--- src/rtl/gate_seq_pkg.sv ---
package gate_seq_pkg;
  typedef enum logic [2:0] {
    SQ_HOLD    = 3'd0,
    SQ_HI_WAIT = 3'd1,
    SQ_HI_ON   = 3'd2,
    SQ_LO_WAIT = 3'd3,
    SQ_LO_ON   = 3'd4,
    SQ_DIODE   = 3'd5
  } seq_state_t;
endpackage

--- src/rtl/gsq_sync.sv ---
module gsq_sync #(
  parameter int WIDTH  = 5,
  parameter int STAGES = 2
) (
  input  logic             clk,
  input  logic             rst,
  input  logic [WIDTH-1:0] d_i,
  output logic [WIDTH-1:0] q_o
);
  logic [WIDTH-1:0] chain_q [STAGES];

  always_ff @(posedge clk) begin
    if (rst) begin
      for (int s = 0; s < STAGES; s++) chain_q[s] <= '0;
    end else begin
      chain_q[0] <= d_i;
      for (int s = 1; s < STAGES; s++) chain_q[s] <= chain_q[s-1];
    end
  end

  assign q_o = chain_q[STAGES-1];
endmodule

--- src/rtl/gsq_dwell_timer.sv ---
module gsq_dwell_timer #(
  parameter int LIMIT = 50
) (
  input  logic clk,
  input  logic rst,
  input  logic cond_i,
  output logic done_o
);
  localparam int CW = $clog2(LIMIT + 1);
  localparam logic [CW-1:0] LAST = CW'(LIMIT - 1);

  logic [CW-1:0] cnt_q;

  always_ff @(posedge clk) begin
    if (rst || !cond_i) cnt_q <= '0;
    else if (cnt_q != LAST) cnt_q <= cnt_q + 1'b1;
  end

  assign done_o = cond_i && (cnt_q == LAST);

  AST_TIMER_RANGE: assert property (@(posedge clk) disable iff (rst)
    cnt_q <= LAST);
  AST_TIMER_RESTART: assert property (@(posedge clk) disable iff (rst)
    !cond_i |=> (cnt_q == '0));
endmodule

--- src/rtl/gsq_seq_fsm.sv ---
module gsq_seq_fsm
  import gate_seq_pkg::*;
(
  input  logic clk,
  input  logic rst,
  input  logic above_s,
  input  logic below_s,
  input  logic supply_s,
  input  logic lg_low_s,
  input  logic sw_low_s,
  input  logic refresh_done,
  input  logic diode_done,
  input  logic mid_done,
  output logic refresh_run,
  output logic diode_run,
  output logic hi_q,
  output logic lo_q
);
  seq_state_t st_q, st_d;
  logic cmd_hi, cmd_lo;

  assign cmd_hi = above_s;
  assign cmd_lo = below_s && !above_s;

  always_comb begin
    st_d = st_q;
    if (!supply_s || mid_done) begin
      st_d = SQ_HOLD;
    end else begin
      unique case (st_q)
        SQ_HOLD: begin
          if (cmd_hi) st_d = SQ_HI_WAIT;
          else if (cmd_lo) st_d = SQ_LO_WAIT;
        end
        SQ_HI_WAIT: begin
          if (cmd_lo) st_d = SQ_LO_WAIT;
          else if (lg_low_s) st_d = SQ_HI_ON;
        end
        SQ_HI_ON: begin
          if (cmd_lo) st_d = SQ_LO_WAIT;
        end
        SQ_LO_WAIT: begin
          if (cmd_hi) st_d = SQ_HI_WAIT;
          else if (sw_low_s || refresh_done) st_d = SQ_LO_ON;
        end
        SQ_LO_ON: begin
          if (cmd_hi) st_d = SQ_HI_WAIT;
          else if (diode_done) st_d = SQ_DIODE;
        end
        SQ_DIODE: begin
          if (cmd_hi) st_d = SQ_HI_WAIT;
        end
        default: st_d = SQ_HOLD;
      endcase
    end
  end

  always_ff @(posedge clk) begin
    if (rst) begin
      st_q <= SQ_HOLD;
      hi_q <= 1'b0;
      lo_q <= 1'b0;
    end else begin
      st_q <= st_d;
      hi_q <= (st_d == SQ_HI_ON);
      lo_q <= (st_d == SQ_LO_ON);
    end
  end

  assign refresh_run = (st_q == SQ_LO_WAIT);
  assign diode_run   = (st_q == SQ_LO_ON) && !sw_low_s;

  AST_GATES_EXCLUSIVE: assert property (@(posedge clk)
    !(hi_q && lo_q));
  AST_HI_NEEDS_LG_LOW: assert property (@(posedge clk) disable iff (rst)
    $rose(hi_q) |-> ($past(lg_low_s) && !$past(lo_q)));
  AST_LO_AFTER_HI_OFF: assert property (@(posedge clk) disable iff (rst)
    $rose(lo_q) |-> !$past(hi_q));
  AST_SUPPLY_HOLD: assert property (@(posedge clk) disable iff (rst)
    !supply_s |=> (!hi_q && !lo_q));
  AST_MID_SHUTDOWN: assert property (@(posedge clk) disable iff (rst)
    mid_done |=> (!hi_q && !lo_q));
  AST_DIODE_OFF: assert property (@(posedge clk) disable iff (rst)
    (diode_done && supply_s && !cmd_hi) |=> !lo_q);
endmodule

--- src/rtl/halfbridge_gate_seq.sv ---
module halfbridge_gate_seq #(
  parameter int REFRESH_CYC = 50,
  parameter int DIODE_CYC   = 400,
  parameter int HOLDOFF_CYC = 46,
  parameter int SYNC_STAGES = 2
) (
  input  logic clk,
  input  logic rst,
  input  logic pwm_above_i,
  input  logic pwm_below_i,
  input  logic supply_ok_i,
  input  logic lg_low_i,
  input  logic sw_low_i,
  output logic gate_hi_o,
  output logic gate_lo_o
);
  localparam int NFLAG = 5;

  logic [NFLAG-1:0] raw_flags, syn_flags;
  logic above_s, below_s, supply_s, lg_low_s, sw_low_s;
  logic mid_s, refresh_run, diode_run;
  logic refresh_done, diode_done, mid_done;

  assign raw_flags = {sw_low_i, lg_low_i, supply_ok_i, pwm_below_i, pwm_above_i};

  gsq_sync #(.WIDTH(NFLAG), .STAGES(SYNC_STAGES)) u_sync (
    .clk(clk), .rst(rst), .d_i(raw_flags), .q_o(syn_flags)
  );

  assign above_s  = syn_flags[0];
  assign below_s  = syn_flags[1];
  assign supply_s = syn_flags[2];
  assign lg_low_s = syn_flags[3];
  assign sw_low_s = syn_flags[4];
  assign mid_s    = !above_s && !below_s;

  gsq_dwell_timer #(.LIMIT(REFRESH_CYC)) u_refresh_tmr (
    .clk(clk), .rst(rst), .cond_i(refresh_run), .done_o(refresh_done)
  );
  gsq_dwell_timer #(.LIMIT(DIODE_CYC)) u_diode_tmr (
    .clk(clk), .rst(rst), .cond_i(diode_run), .done_o(diode_done)
  );
  gsq_dwell_timer #(.LIMIT(HOLDOFF_CYC)) u_mid_tmr (
    .clk(clk), .rst(rst), .cond_i(mid_s), .done_o(mid_done)
  );

  gsq_seq_fsm u_fsm (
    .clk(clk), .rst(rst),
    .above_s(above_s), .below_s(below_s), .supply_s(supply_s),
    .lg_low_s(lg_low_s), .sw_low_s(sw_low_s),
    .refresh_done(refresh_done), .diode_done(diode_done), .mid_done(mid_done),
    .refresh_run(refresh_run), .diode_run(diode_run),
    .hi_q(gate_hi_o), .lo_q(gate_lo_o)
  );

  AST_RESET_OFF: assert property (@(posedge clk)
    $past(rst) |-> (!gate_hi_o && !gate_lo_o));
endmodule

--- config.mk ---
export PLATFORM = sky130hd
export DESIGN_NAME = halfbridge_gate_seq
export DESIGN_NICKNAME = d
export VERILOG_FILES = /design/src/rtl/gate_seq_pkg.sv /design/src/rtl/gsq_sync.sv /design/src/rtl/gsq_dwell_timer.sv /design/src/rtl/gsq_seq_fsm.sv /design/src/rtl/halfbridge_gate_seq.sv
export SDC_FILE = /design/constraint.sdc
export NUM_CORES = 1
export LEC_CHECK = 0
export CAP_MARGIN = 25
export CORE_ASPECT_RATIO = 1.1
export CORE_MARGIN = 2
export CORE_UTILIZATION = 50
export CTS_CLUSTER_DIAMETER = 120
export CTS_CLUSTER_SIZE = 25
export DETAILED_ROUTE_END_ITERATION = 10
export PLACE_DENSITY = 0.65
export SYNTH_ARGS = -nofsm -noshare
export SYNTH_HDL_FRONTEND = slang
export SYNTH_HIERARCHICAL = 1
export SYNTH_SLANG_ARGS = --single-unit
--- constraint.sdc ---
create_clock -name clk -period 2.3 [get_ports clk]
set_clock_uncertainty 0.05 [all_clocks]
set_input_delay 0.345 -clock clk [delete_from_list [all_inputs] [get_ports clk]]
set_output_delay 0.345 -clock clk [all_outputs]
set_load 0.005 [all_outputs]
==> impl_metrics.prom, run 1 <==
# TYPE chip_impl_metric gauge
chip_impl_info{name="outcome",value="finished, final reports clean"} 1
chip_impl_metric{name="post_drt_wl_per_cell",unit="um"} 12.2
chip_impl_metric{name="total_grt_overflow",unit=""} 0
chip_impl_metric{name="synth_nets",unit=""} 184
chip_impl_metric{name="fp-row-count",unit=""} 21
chip_impl_info{name="critical_path.slowest_cell",value="sky130_fd_sc_hd__dfxtp_1"} 1
chip_impl_metric{name="comb_power_share",unit="%"} 4.1
chip_impl_info{name="clock-root-buffer",value="sky130_fd_sc_hd__clkbuf_4"} 1
chip_impl_metric{name="cts.sink_count",unit=""} 36
chip_impl_metric{name="clk_transition_reported_paths",unit="ns"} 0.10
chip_impl_metric{name="hold-worst-slack",unit="ns"} 0.398
chip_impl_metric{name="yosys_warnings",unit=""} 6
chip_impl_metric{name="yosysSeqAreaShare",unit="%"} 44.1
chip_impl_metric{name="setup_viol",unit=""} 0
chip_impl_metric{name="cellPowerDensity",unit="mW/mm2"} 589
chip_impl_metric{name="synthDominantCellAreaShare",unit="%"} 44.1
chip_impl_metric{name="leakage_power_total",unit="nW"} 0.622
chip_impl_info{name="synth_top_cells_by_area",value="sky130_fd_sc_hd__dfxtp_1 44%, sky130_fd_sc_hd__nor2b_1 4.6%, sky130_fd_sc_hd__ha_1 3.8%"} 1
chip_impl_metric{name="top_level_i_o_count",unit=""} 9
chip_impl_info{name="rsz0062_at_grt",value="no"} 1
chip_impl_metric{name="post-route-period-util",unit="%"} 89.5
chip_impl_metric{name="grt_util_all_layers",unit="%"} 16.7
chip_impl_metric{name="maxSlewHeadroom",unit="%"} 69.2
chip_impl_metric{name="n_fill_cell",unit=""} 270
chip_impl_info{name="netlist.top_cell.by_area",value="sky130_fd_sc_hd__dfxtp_1"} 1
chip_impl_metric{name="post_cts.repair.setup_buffers",unit=""} 0
chip_impl_metric{name="power.ir.vdd_worst",unit="V"} 0.000431
chip_impl_metric{name="proportion_of_register_bits_with_asynchronous_set_or_reset_after_synthesis",unit="%"} 0
chip_impl_metric{name="start_util",unit="%"} 53.1
chip_impl_metric{name="die_area",unit="mm2"} 0.00374
chip_impl_metric{name="clock_latency_late_sink",unit="ns"} 0.32
chip_impl_metric{name="nets",unit=""} 194
chip_impl_info{name="ys_dominant_reg_cell",value="sky130_fd_sc_hd__dfxtp_1"} 1
chip_impl_metric{name="floorplan.die.width",unit="um"} 58.5
chip_impl_metric{name="drcViolationCount",unit=""} 0
chip_impl_metric{name="vias_per_std_cell",unit=""} 5.65
chip_impl_metric{name="worst_pin_slew",unit="ns"} 0.456
chip_impl_metric{name="synth.avg_cell_area",unit="um2"} 9.49
chip_impl_metric{name="postSynthRegisterBits",unit=""} 36
chip_impl_metric{name="share_clk_of_total_power",unit="%"} 34.5
chip_impl_metric{name="gpl_congestion",unit=""} 0.782
chip_impl_metric{name="inserted_clock_buffers",unit=""} 5
chip_impl_metric{name="cts_buffer_depth",unit=""} 2
chip_impl_metric{name="proportion_of_layout_cells_with_a_drive_suffix_above_1",unit="%"} 12.1
chip_impl_metric{name="routed-via-count",unit=""} 1220
chip_impl_info{name="tritoncts_clock_tree",value="built"} 1
chip_impl_metric{name="synth.cell_area",unit="mm2"} 0.00163
chip_impl_metric{name="number_of_global_route_vias_before_repair",unit=""} 1112
chip_impl_metric{name="total_switching_power",unit="W"} 0.000217
chip_impl_metric{name="grt_max_degree",unit=""} 13
chip_impl_metric{name="firstDrtPassIters",unit=""} 5
chip_impl_metric{name="wire_length_of_the_first_global_routing_pass",unit="um"} 4830
chip_impl_info{name="timing.critical_path.to_type",value="register"} 1
chip_impl_metric{name="antenna_diode_instance_count",unit=""} 0
chip_impl_metric{name="cts_hold_repair.buffers",unit=""} 0
chip_impl_metric{name="setup_tns",unit="ns"} 0
chip_impl_info{name="crit_path_cells",value="inv_1 > ha_1 > nand3b_1 > or2_1 > nor2_1 > or3b_4 > a2111oi_4 > and2_1"} 1
chip_impl_metric{name="htree_levels",unit=""} 2
chip_impl_metric{name="synthesis.instances",unit=""} 172
chip_impl_metric{name="cts_resized",unit=""} 0
chip_impl_metric{name="drv.max_cap_violation_count",unit=""} 0
chip_impl_metric{name="synth_edf_count",unit=""} 0
chip_impl_metric{name="port_buffers",unit=""} 8
chip_impl_metric{name="period_needed",unit="ns"} 2.06
chip_impl_metric{name="critical-path-max-stage-delay",unit="ns"} 0.43
chip_impl_metric{name="detailed_place_hpwl",unit="um"} 1980
chip_impl_metric{name="timing.fmax",unit="MHz"} 486
chip_impl_metric{name="power.share.sequential",unit="%"} 61.3
chip_impl_metric{name="report.final.slew_viol_count",unit=""} 0
chip_impl_metric{name="route.final.wire_length",unit="um"} 2630
chip_impl_metric{name="placeable_core_region",unit="mm2"} 0.00307
chip_impl_metric{name="area_growth",unit="%"} 9.35
chip_impl_metric{name="power_switching_share",unit="%"} 20.7
chip_impl_metric{name="distinct_cell_type_count_of_the_synthesized_netlist",unit=""} 46
chip_impl_metric{name="critical_path.n_buffers_inverters",unit=""} 1
chip_impl_metric{name="initialDrtViolationCount",unit=""} 61
chip_impl_info{name="timing.setup.critical_path_class",value="register to register"} 1
chip_impl_metric{name="timing_hold_violations_final",unit=""} 0
chip_impl_metric{name="die_y",unit="um"} 63.9
chip_impl_metric{name="path_max_fanout",unit=""} 6
chip_impl_info{name="start_kind",value="register"} 1
chip_impl_metric{name="antenna_violations_before_repair",unit=""} 0
chip_impl_metric{name="post_route_ant_nets",unit=""} 0
chip_impl_info{name="crit_family",value="simple AND/OR/NAND/NOR gates"} 1
chip_impl_metric{name="int_pwr",unit="W"} 0.000834
chip_impl_metric{name="critPathArrivalTime",unit="ns"} 2.28
chip_impl_metric{name="critPathRequiredTime",unit="ns"} 2.52
chip_impl_info{name="timing.hold.worst.class",value="register to register"} 1
## worst reg2reg max path, cell delays in order (launching register included)
cell	delay, ns
sky130_fd_sc_hd__dfxtp_1	0.43
sky130_fd_sc_hd__inv_1	0.07
sky130_fd_sc_hd__ha_1	0.20
sky130_fd_sc_hd__nand3b_1	0.16
sky130_fd_sc_hd__or2_1	0.18
sky130_fd_sc_hd__nor2_1	0.05
sky130_fd_sc_hd__or3b_4	0.42
sky130_fd_sc_hd__a2111oi_4	0.29
sky130_fd_sc_hd__and2_1	0.16
## cell usage after synthesis, drive strengths merged (2+ instances only)
| master | instances |
|---|---|
| o21ai | 7 |
| nand4 | 3 |
| o2111ai | 2 |
| nand3 | 11 |
| and3 | 2 |
| ha | 5 |
| xnor2 | 2 |
| a31o | 2 |
| nand2b | 4 |
| and2 | 2 |
| nor2 | 8 |
| nor2b | 12 |
| a21oi | 12 |
| nand2 | 9 |
| xor2 | 2 |
| mux2i | 2 |
| a31oi | 4 |
| dfxtp | 36 |
| buf | 5 |
| a211oi | 3 |
| nor3 | 8 |
| or2 | 2 |
| inv | 7 |
| nor4b | 2 |
| or3 | 5 |
## layer usage
layer / up-vias / GRT usage [%] / wire length [um]
li1: 635 / - / -
met2: 17 / 27.4 / 1320
met3: 4 / 4.25 / 91
met1: 564 / 20.3 / 1170
met5: - / 0 / 0
met4: 0 / 6.98 / 39
## registers in the layout (all words and copies together), names as in the netlist
register	cells
u_diode_tmr/cnt_q	9
u_fsm/hi_q	1
u_fsm/lo_q	1
u_fsm/st_q	3
u_mid_tmr/cnt_q	6
u_refresh_tmr/cnt_q	6
u_sync/chain_q	10
## final timing paths
path                              from                    to  slack, ns  cells past startpoint
setup / recovery    u_mid_tmr/cnt_q[1]            u_fsm/hi_q       0.24                      8
hold / removal    u_sync/chain_q[0][3]  u_sync/chain_q[0][8]       0.40                      1
setup reg to reg    u_mid_tmr/cnt_q[1]            u_fsm/hi_q       0.24                      8
hold reg to reg   u_sync/chain_q[0][3]  u_sync/chain_q[0][8]       0.40                      1
## layout by cell type (no fill, tap or decap), types with 3 or more instances in the layout
cell type,n
sky130_fd_sc_hd__nand4_1,3
sky130_fd_sc_hd__or3_1,5
sky130_fd_sc_hd__clkbuf_4,5
sky130_fd_sc_hd__nor2b_1,12
sky130_fd_sc_hd__clkdlybuf4s50_1,8
sky130_fd_sc_hd__inv_1,7
sky130_fd_sc_hd__dfxtp_1,36
sky130_fd_sc_hd__o21ai_0,6
sky130_fd_sc_hd__nor2_1,8
sky130_fd_sc_hd__nand2b_1,4
sky130_fd_sc_hd__ha_1,5
sky130_fd_sc_hd__a21oi_1,12
sky130_fd_sc_hd__nand3_1,10
sky130_fd_sc_hd__nor3_1,8
sky130_fd_sc_hd__a31oi_1,4
sky130_fd_sc_hd__nand2_1,7
## logic make-up after synthesis
family,synth area share [%]
buf+inv,4.21
mux,2.15
fa+ha+maj,3.83
flops,44.1
compound gates,14.9
xor+xnor,2.15
simple gates,28.7
## power by group through the flow
stage                     combinational [W]  sequential, W  clock, W
after floorplan                   0.0000306       0.000656         0
after global placement            0.0000430       0.000659         0
after detailed placement          0.0000436       0.000659         0
after CTS                         0.0000440       0.000645  0.000380
after global routing              0.0000488       0.000647  0.000421
final                             0.0000433       0.000645  0.000363
## final cells by class
cell class	count	area (um2)	area share [%]
clock buffer	7	65.1	3.64
inverter	7	26.3	1.47
multi-input combinational	123	843	47.2
sequential	36	721	40.4
tap	34	42.5	2.38
timing repair buffer	9	87.6	4.91
## metrics by stage
step | utilization [%] | instance area (um2) | setup WS [ns] | power, W | instances
floorplan | - | 1630 | 0.425 | 0.000687 | 172
global placement | 56.0 | 1720 | 0.340 | 0.000702 | 209
detailed placement | 56.0 | 1720 | 0.268 | 0.000703 | 209
CTS | 58.1 | 1790 | 0.240 | 0.00107 | 216
global route | 58.1 | 1790 | 0.0941 | 0.00112 | 216
finish | 58.1 | 1790 | 0.241 | 0.00105 | 216
No activity file was read; power rests on OpenSTA's default activity.
==> inputs of run 2 (changes only) <==
--- a/config.mk
+++ b/config.mk
@@ -12,6 +12,7 @@
 export CTS_CLUSTER_DIAMETER = 120
 export CTS_CLUSTER_SIZE = 25
 export DETAILED_ROUTE_END_ITERATION = 10
+export GPL_ROUTABILITY_DRIVEN = 0
 export PLACE_DENSITY = 0.65
 export SYNTH_ARGS = -nofsm -noshare
 export SYNTH_HDL_FRONTEND = slang
==> results of run 2 <==
No change in the layout: final DEF, timing and power equal those of run 1.
